<file path="config.mk">
export PLATFORM = sky130hd
export DESIGN_NAME = spich_top
export DESIGN_NICKNAME = d
export VERILOG_FILES = /design/src/rtl/spich_pkg.sv /design/src/rtl/spich_dp.sv /design/src/rtl/spich_ctrl.sv /design/src/rtl/spich_top.sv
export SDC_FILE = /design/constraint.sdc
export NUM_CORES = 1
export LEC_CHECK = 0
export ABC_AREA = 1
export CORE_MARGIN = 2
export CORE_UTILIZATION = 30
export CTS_BUF_LIST = sky130_fd_sc_hd__clkbuf_8 sky130_fd_sc_hd__clkbuf_16
export CTS_CLUSTER_DIAMETER = 40
export DETAILED_ROUTE_END_ITERATION = 8
export SLEW_MARGIN = 0
export SYNTH_ARGS = -nofsm -noshare
export SYNTH_HDL_FRONTEND = slang
export SYNTH_SLANG_ARGS = --single-unit
</file>
<file path="constraint.sdc">
create_clock -name clk -period 2.8 [get_ports clk]
set_clock_uncertainty 0.15 [all_clocks]
set_input_delay 0.28 -clock clk [delete_from_list [all_inputs] [get_ports clk]]
set_output_delay 0.28 -clock clk [all_outputs]
set_load 0.005 [all_outputs]
</file>
<file path="src/rtl/spich_pkg.sv">
package spich_pkg;
  localparam logic [7:0] ADDR_CFG    = 8'h2C;
  localparam logic [7:0] ADDR_STATUS = 8'h30;
  localparam logic [7:0] ADDR_CTRL   = 8'h34;
  localparam logic [7:0] ADDR_TX     = 8'h38;
  localparam logic [7:0] ADDR_RX     = 8'h3C;

  // configuration bit positions
  localparam int CFG_PHASE  = 0;
  localparam int CFG_POL    = 1;
  localparam int CFG_DIV_LO = 2;
  localparam int CFG_CSLOW  = 6;
  localparam int CFG_WL_LO  = 7;
  localparam int CFG_MODE_LO = 12;
  localparam int CFG_TXREQ  = 14;
  localparam int CFG_RXREQ  = 15;
  localparam int CFG_FORCE  = 20;

  typedef enum logic [1:0] {
    XFER_DUPLEX = 2'b00,
    XFER_RXONLY = 2'b01,
    XFER_TXONLY = 2'b10,
    XFER_RSVD   = 2'b11
  } xferMode_e;

  typedef struct packed {
    logic start;
    logic abort;
  } dpCmd_t;
endpackage

</file>
<file path="src/rtl/spich_dp.sv">
module spich_dp
  import spich_pkg::*;
#(
  parameter int DW     = 32,
  parameter int CLKD_W = 4
) (
  input  logic                   clk,
  input  logic                   rstN,
  input  dpCmd_t                 cmd,
  input  logic [DW-1:0]          loadWord,
  input  logic [$clog2(DW)-1:0]  wlm1,
  input  logic [CLKD_W-1:0]      clkd,
  input  logic                   cpol,
  input  logic                   cpha,
  input  logic                   miso,
  output logic                   busy,
  output logic                   done,
  output logic [DW-1:0]          rxWord,
  output logic                   sclk,
  output logic                   mosi
);
  localparam int WL_W   = $clog2(DW);
  localparam int EDGE_W = WL_W + 1;
  localparam int DIV_W  = (1 << CLKD_W) - 1;

  logic [DIV_W-1:0]  divCnt;
  logic [DIV_W-1:0]  divLim;
  logic [EDGE_W-1:0] edgeCnt;
  logic [DW-1:0]     txSh;
  logic [DW-1:0]     rxSh;
  logic              phase;
  logic              mosiQ;
  logic              tick;
  logic              lastEdge;
  logic              sampleEdge;

  assign divLim     = DIV_W'((32'd1 << clkd) - 32'd1);
  assign tick       = busy && (divCnt == divLim);
  assign lastEdge   = (edgeCnt == {wlm1, 1'b1});
  // even edge count = leading edge; phase 0 samples leading, phase 1 trailing
  assign sampleEdge = (~edgeCnt[0]) ^ cpha;
  assign done       = tick && lastEdge;
  assign rxWord     = cpha ? {rxSh[DW-2:0], miso} : rxSh;
  assign sclk       = cpol ^ phase;
  assign mosi       = mosiQ;

  always_ff @(posedge clk) begin
    if (!rstN) begin
      busy    <= 1'b0;
      phase   <= 1'b0;
      divCnt  <= '0;
      edgeCnt <= '0;
      txSh    <= '0;
      rxSh    <= '0;
      mosiQ   <= 1'b0;
    end else if (cmd.abort) begin
      busy    <= 1'b0;
      phase   <= 1'b0;
      divCnt  <= '0;
      edgeCnt <= '0;
    end else if (cmd.start) begin
      busy    <= 1'b1;
      phase   <= 1'b0;
      divCnt  <= '0;
      edgeCnt <= '0;
      rxSh    <= '0;
      if (!cpha) begin
        mosiQ <= loadWord[DW-1];
        txSh  <= loadWord << 1;
      end else begin
        txSh  <= loadWord;
      end
    end else if (busy) begin
      divCnt <= tick ? '0 : divCnt + 1'b1;
      if (tick) begin
        phase   <= ~phase;
        edgeCnt <= edgeCnt + 1'b1;
        if (lastEdge) busy <= 1'b0;
        if (sampleEdge) begin
          rxSh <= {rxSh[DW-2:0], miso};
        end else begin
          mosiQ <= txSh[DW-1];
          txSh  <= txSh << 1;
        end
      end
    end
  end
endmodule

</file>
<file path="src/rtl/spich_ctrl.sv">
module spich_ctrl
  import spich_pkg::*;
#(
  parameter int DW     = 32,
  parameter int AW     = 8,
  parameter int CLKD_W = 4
) (
  input  logic                  clk,
  input  logic                  rstN,
  input  logic                  regWr,
  input  logic                  regRd,
  input  logic [AW-1:0]         regAddr,
  input  logic [DW-1:0]         regWdata,
  output logic [DW-1:0]         regRdata,
  input  logic                  dpBusy,
  input  logic                  dpDone,
  input  logic [DW-1:0]         dpRxWord,
  output dpCmd_t                cmd,
  output logic [DW-1:0]         loadWord,
  output logic [$clog2(DW)-1:0] wlm1,
  output logic [CLKD_W-1:0]     clkd,
  output logic                  cpol,
  output logic                  cpha,
  output logic                  csOut,
  output logic                  txDmaReq,
  output logic                  rxDmaReq,
  output logic                  chanEn,
  output logic                  rxFull,
  output logic                  txFull,
  output logic [DW-1:0]         rxData
);
  localparam int WL_W = $clog2(DW);

  logic [DW-1:0]   cfgQ;
  logic [DW-1:0]   txBuf;
  logic [WL_W-1:0] wlField;
  xferMode_e       mode;
  logic            eot;
  logic            canStart;

  assign wlField = cfgQ[CFG_WL_LO +: WL_W];
  assign wlm1    = (wlField < WL_W'(3)) ? WL_W'(3) : wlField;
  assign clkd    = cfgQ[CFG_DIV_LO +: CLKD_W];
  assign cpol    = cfgQ[CFG_POL];
  assign cpha    = cfgQ[CFG_PHASE];
  assign mode    = xferMode_e'(cfgQ[CFG_MODE_LO +: 2]);
  assign csOut   = cfgQ[CFG_FORCE] ? ~cfgQ[CFG_CSLOW] : cfgQ[CFG_CSLOW];
  assign eot     = ~dpBusy & ~txFull;

  always_comb begin
    if (mode == XFER_RXONLY) canStart = ~rxFull;
    else canStart = txFull & ((mode == XFER_TXONLY) | ~rxFull);
  end

  assign cmd.start = chanEn & ~dpBusy & canStart;
  assign cmd.abort = ~chanEn;
  assign loadWord  = txBuf << (WL_W'(DW - 1) - wlm1);

  assign txDmaReq = cfgQ[CFG_TXREQ] & chanEn & ~txFull & (mode != XFER_RXONLY);
  assign rxDmaReq = cfgQ[CFG_RXREQ] & rxFull;

  always_ff @(posedge clk) begin
    if (!rstN) begin
      cfgQ   <= '0;
      chanEn <= 1'b0;
      txBuf  <= '0;
      txFull <= 1'b0;
      rxData <= '0;
      rxFull <= 1'b0;
    end else begin
      if (regWr && regAddr == AW'(ADDR_CFG)) cfgQ <= regWdata;
      if (regWr && regAddr == AW'(ADDR_CTRL)) chanEn <= regWdata[0];
      if (cmd.start && mode != XFER_RXONLY) txFull <= 1'b0;
      if (regWr && regAddr == AW'(ADDR_TX) && chanEn) begin
        txBuf <= regWdata;
        if (mode != XFER_RXONLY) txFull <= 1'b1;
      end
      if (!chanEn) begin
        rxFull <= 1'b0;
      end else begin
        if (regRd && regAddr == AW'(ADDR_RX)) rxFull <= 1'b0;
        if (dpDone && mode != XFER_TXONLY) begin
          rxFull <= 1'b1;
          rxData <= dpRxWord;
        end
      end
    end
  end

  always_comb begin
    case (regAddr)
      AW'(ADDR_CFG):    regRdata = cfgQ;
      AW'(ADDR_STATUS): regRdata = DW'({eot, ~txFull, rxFull});
      AW'(ADDR_CTRL):   regRdata = DW'(chanEn);
      AW'(ADDR_TX):     regRdata = txBuf;
      AW'(ADDR_RX):     regRdata = rxData;
      default:          regRdata = '0;
    endcase
  end
endmodule

</file>
<file path="src/rtl/spich_top.sv">
module spich_top
  import spich_pkg::*;
#(
  parameter int DW     = 32,
  parameter int AW     = 8,
  parameter int CLKD_W = 4
) (
  input  logic          clk,
  input  logic          rstN,
  input  logic          regWr,
  input  logic          regRd,
  input  logic [AW-1:0] regAddr,
  input  logic [DW-1:0] regWdata,
  output logic [DW-1:0] regRdata,
  output logic          sclk,
  output logic          mosi,
  input  logic          miso,
  output logic          csOut,
  output logic          txDmaReq,
  output logic          rxDmaReq
);
  localparam int WL_W = $clog2(DW);

  dpCmd_t            cmd;
  logic [DW-1:0]     loadWord;
  logic [WL_W-1:0]   wlm1;
  logic [CLKD_W-1:0] clkd;
  logic              cpol, cpha;
  logic              dpBusy, dpDone;
  logic [DW-1:0]     dpRxWord;
  logic              chanEn, rxFull, txFull;
  logic [DW-1:0]     rxData;
  logic              startStb;

  assign startStb = cmd.start;

  spich_ctrl #(.DW(DW), .AW(AW), .CLKD_W(CLKD_W)) u_ctrl (
    .clk(clk), .rstN(rstN), .regWr(regWr), .regRd(regRd), .regAddr(regAddr),
    .regWdata(regWdata), .regRdata(regRdata), .dpBusy(dpBusy), .dpDone(dpDone),
    .dpRxWord(dpRxWord), .cmd(cmd), .loadWord(loadWord), .wlm1(wlm1),
    .clkd(clkd), .cpol(cpol), .cpha(cpha), .csOut(csOut), .txDmaReq(txDmaReq),
    .rxDmaReq(rxDmaReq), .chanEn(chanEn), .rxFull(rxFull), .txFull(txFull),
    .rxData(rxData)
  );

  spich_dp #(.DW(DW), .CLKD_W(CLKD_W)) u_dp (
    .clk(clk), .rstN(rstN), .cmd(cmd), .loadWord(loadWord), .wlm1(wlm1),
    .clkd(clkd), .cpol(cpol), .cpha(cpha), .miso(miso), .busy(dpBusy),
    .done(dpDone), .rxWord(dpRxWord), .sclk(sclk), .mosi(mosi)
  );
endmodule

</file>
==> impl_results.md <==
* Outcome: finished clean
* Wire per inst at 16.4 microns
* GP Congestion at 0.921
* Final Max Tran Viols at 0
* H-tree depth at 4
* Count of cell types in the netlist at 38
* Final hold violations at 0
* Met3 GRT Util at 2.50%
* Met2 usage at between 30% and 40%
* Io pins at 82
* CP required at 3000 ps
* Leak Pwr at 0.00589 uW
* Place WS at -108 ps
* Clock buffer depth at 2
* Layout Cells excl Fill at about 2300
* Post-layout util at a little under two fifths
* Max FO, Critical Path at 5
* Core area at 35500 sq um
* Site Rows at 69
* Pin count of the biggest net entering global routing at 68
* CTS clk-pin slew, worst paths at 70 ps
* Antenna violations before repair at 0
* Worst Hold Class: in2reg
* Final setup viols at 0
* Reg-to-Reg Start: u_ctrl.cfgQ[5]
* Chip width at 194 microns
* Slew @ Worst Pin at 627 ps
* Cts bufs inserted at 17
* Register area share after synthesis at 34.6%
* CTS root buffer: clkbuf_16
* Area delta synth->final at 25.6%
* Pwr per Cell Area at 392 nW/um^2
* Initial DRC Count at 1038
* Cells after Synth at 1735
* Die ar. at 37600 sq um
* Most used routing layer: met2
* Clock sink total at 187
* First-pass GRT wire length at 57900 microns
* Flop-to-flop setup slack at approximately 72 ps
* Starting Density at 30.5%
* Relative slew margins at 57.7%
* Synth Cell Area at 10800 sq um
* Final wirelength at approximately 38000 microns
* Primary FF master, synth: dfxtp_1
* Max-Cap Viols at 0
* RSZ-0062 raised after global routing: yes
* Synthesized flop and latch total at 187
* Drt pass-1 iters at 5
* Synth Net Count at 1783
* Share of cells above drive strength 1 at about a tenth
* Via count at 11600
* Number of global-route vias before repair at 10700
* Yosys warnings at 0
* Antenna Cells at 0
* Vias per inst at around 5.1
* Worst VDD drop at 0.409 mV
* Synth async-reset ratio at 0%
* Crit start category: register
* TritonCTS clock tree: built
* Final worst slack at between 70 and 80 ps
* Layout Nets at 1865
* Hold_sp: rstN
* I/O Buffers at 81
* DRC at 0
* Post-synthesis area per instance at 6.23 sq um
* Final period utilization at 97.4%
* Dpl cells at 2235
* Die height at around 190 microns
* Post-synth EDFFs at 0
* Fillers at ~3700
* Fin crit period at ~2700 ps
* Clk Latency, worst-skew pair at 460 ps
* FMAX at 367 MHz
* Post-DRT Antenna Nets at 0
* CP endpoint kind: register
* Worst Setup SP: u_ctrl.cfgQ[5]
* WS Path Type: reg2reg
* GRT overflow at 0
* GRT Overall Usage at 19.2%
* Arrival time at the worst endpoint at 2930 ps
* M1 GR Usage at 25.5%
* Detailed Place HPWL at 26200 microns
Yosys cell counts, drive strengths merged, types with 2 or more instances:
cell	count	area share [%]
a211oi	37	2.6
a21oi	88	4.1
buf	46	2.3
clkbuf	64	2.2
clkinv	4	0.14
dfxtp	187	35
ha	3	0.35
inv	170	6.0
nand2	446	16
nand3	268	12
nand3b	2	0.14
nand4	19	1.1
nor2	205	7.4
nor3	15	0.74
nor3b	3	0.21
nor4	3	0.17
o211ai	3	0.21
o21ai	121	5.6
o221ai	31	2.5
o22ai	3	0.17
xor2	11	0.89
layout by cell type (no fill, tap or decap), drive strengths merged, types with 11 or more instances in the layout:
cell type | Yosys | layout
nand3 | 268 | 268
clkdlybuf4s50 | 0 | 53
xor2 | 11 | 11
a211oi | 37 | 37
nor2 | 205 | 205
o221ai | 31 | 31
nand4 | 19 | 19
buf | 46 | 86
clkinv | 4 | 11
inv | 170 | 176
dlymetal6s2s | 0 | 25
a21oi | 88 | 88
dfxtp | 187 | 187
nand2 | 446 | 449
nor3 | 15 | 15
clkbuf | 64 | 23
o21ai | 121 | 121
worst max-delay path, stage by stage, from the launching register on:
cell     delay [ps]
dfxtp_2         340
nor2_4          150
nand2_2         100
ha_4            290
inv_2            30
nand2_2          50
nand3_1          60
nor2_1           80
nand2_1          50
nor2_1          110
nand2_1         100
nor2_4          160
nand2_4          80
inv_4            70
nand2_4          60
nor2_4          140
buf_12          160
nand2_8         100
buf_6           170
nor2_2          140
nor2_2           40
per-stage QoR:
| step | TNS (ps) | area, sq um | hold slack [ps] | power (uW) |
|---|---|---|---|---|
| after detailed placement | -1850 | 12400 | 296 | 2900 |
| after global placement | -1760 | 12400 | 290 | 2900 |
| after CTS | 0 | 13000 | 36.8 | 5360 |
| after floorplan | 0 | 10800 | 278 | 2790 |
| after global routing | -3360 | 13600 | 63.1 | 5470 |
| final | 0 | 13600 | 46.3 | 5320 |
path summary, 6_finish.rpt:
check,end,cells past startpoint
max reg2reg,u_ctrl.rxData[6],20
max,u_ctrl.rxData[6],20
min reg2reg,u_ctrl.cfgQ[18],2
min,u_dp.txSh[7],3
layout make-up:
type / instances / area (sq um) / area share, %
multi-input cells: 1267 / 6150 / 45.3
flip-flops and latches: 187 / 3750 / 27.6
repair buffers: 170 / 1840 / 13.5
inverters: 174 / 663 / 4.88
well taps: 461 / 577 / 4.25
clock buffers: 17 / 425 / 3.13
clock inverters: 15 / 176 / 1.30
kinds of logic (layout without fill, tap and decap cells):
| logic type | count (synthesis) | in the layout | synth area share (%) |
|---|---|---|---|
| AO/OA/AOI/OAI | 286 | 286 | 15.4 |
| adder cells (fa/ha/maj) | 3 | 3 | 0.347 |
| flip-flops | 187 | 187 | 34.6 |
| AND/OR/NAND/NOR | 963 | 966 | 38.1 |
| buffers and inverters | 284 | 376 | 10.6 |
| XOR/XNOR | 12 | 12 | 0.972 |
layer usage:
metal	up-vias	routed length (microns)
li1	5884	-
met1	5338	17100
met2	352	17500
met3	56	2200
met4	0	929
met5	-	0
where the power goes:
| part | internal (uW) | switching (uW) |
|---|---|---|
| Sequential | 2660 | 0.612 |
| Combinational | 79.0 | 102 |
| Clock | 1210 | 1270 |
state kept, by name, summed over array words and instances (netlist names):
name	count
u_ctrl.cfgQ	32
u_ctrl.txBuf	32
u_dp.mosi	1
u_ctrl.chanEn	1
u_dp.edgeCnt	6
u_dp.txSh	32
u_dp.rxSh	32
u_dp.phase	1
u_dp.busy	1
u_ctrl.rxData	32
u_ctrl.txFull	1
u_ctrl.rxFull	1
u_dp.divCnt	15
what timing repair did:
action,in CTS,in global routing
gates resized for setup,4,84
setup endpoints to repair,82,119
pin swaps,1,28
hold buffers,0,0
setup buffers,0,14
gates cloned,0,11
endpoints found under the hold margin,0,0
No activity file was read; power rests on OpenSTA's default activity.
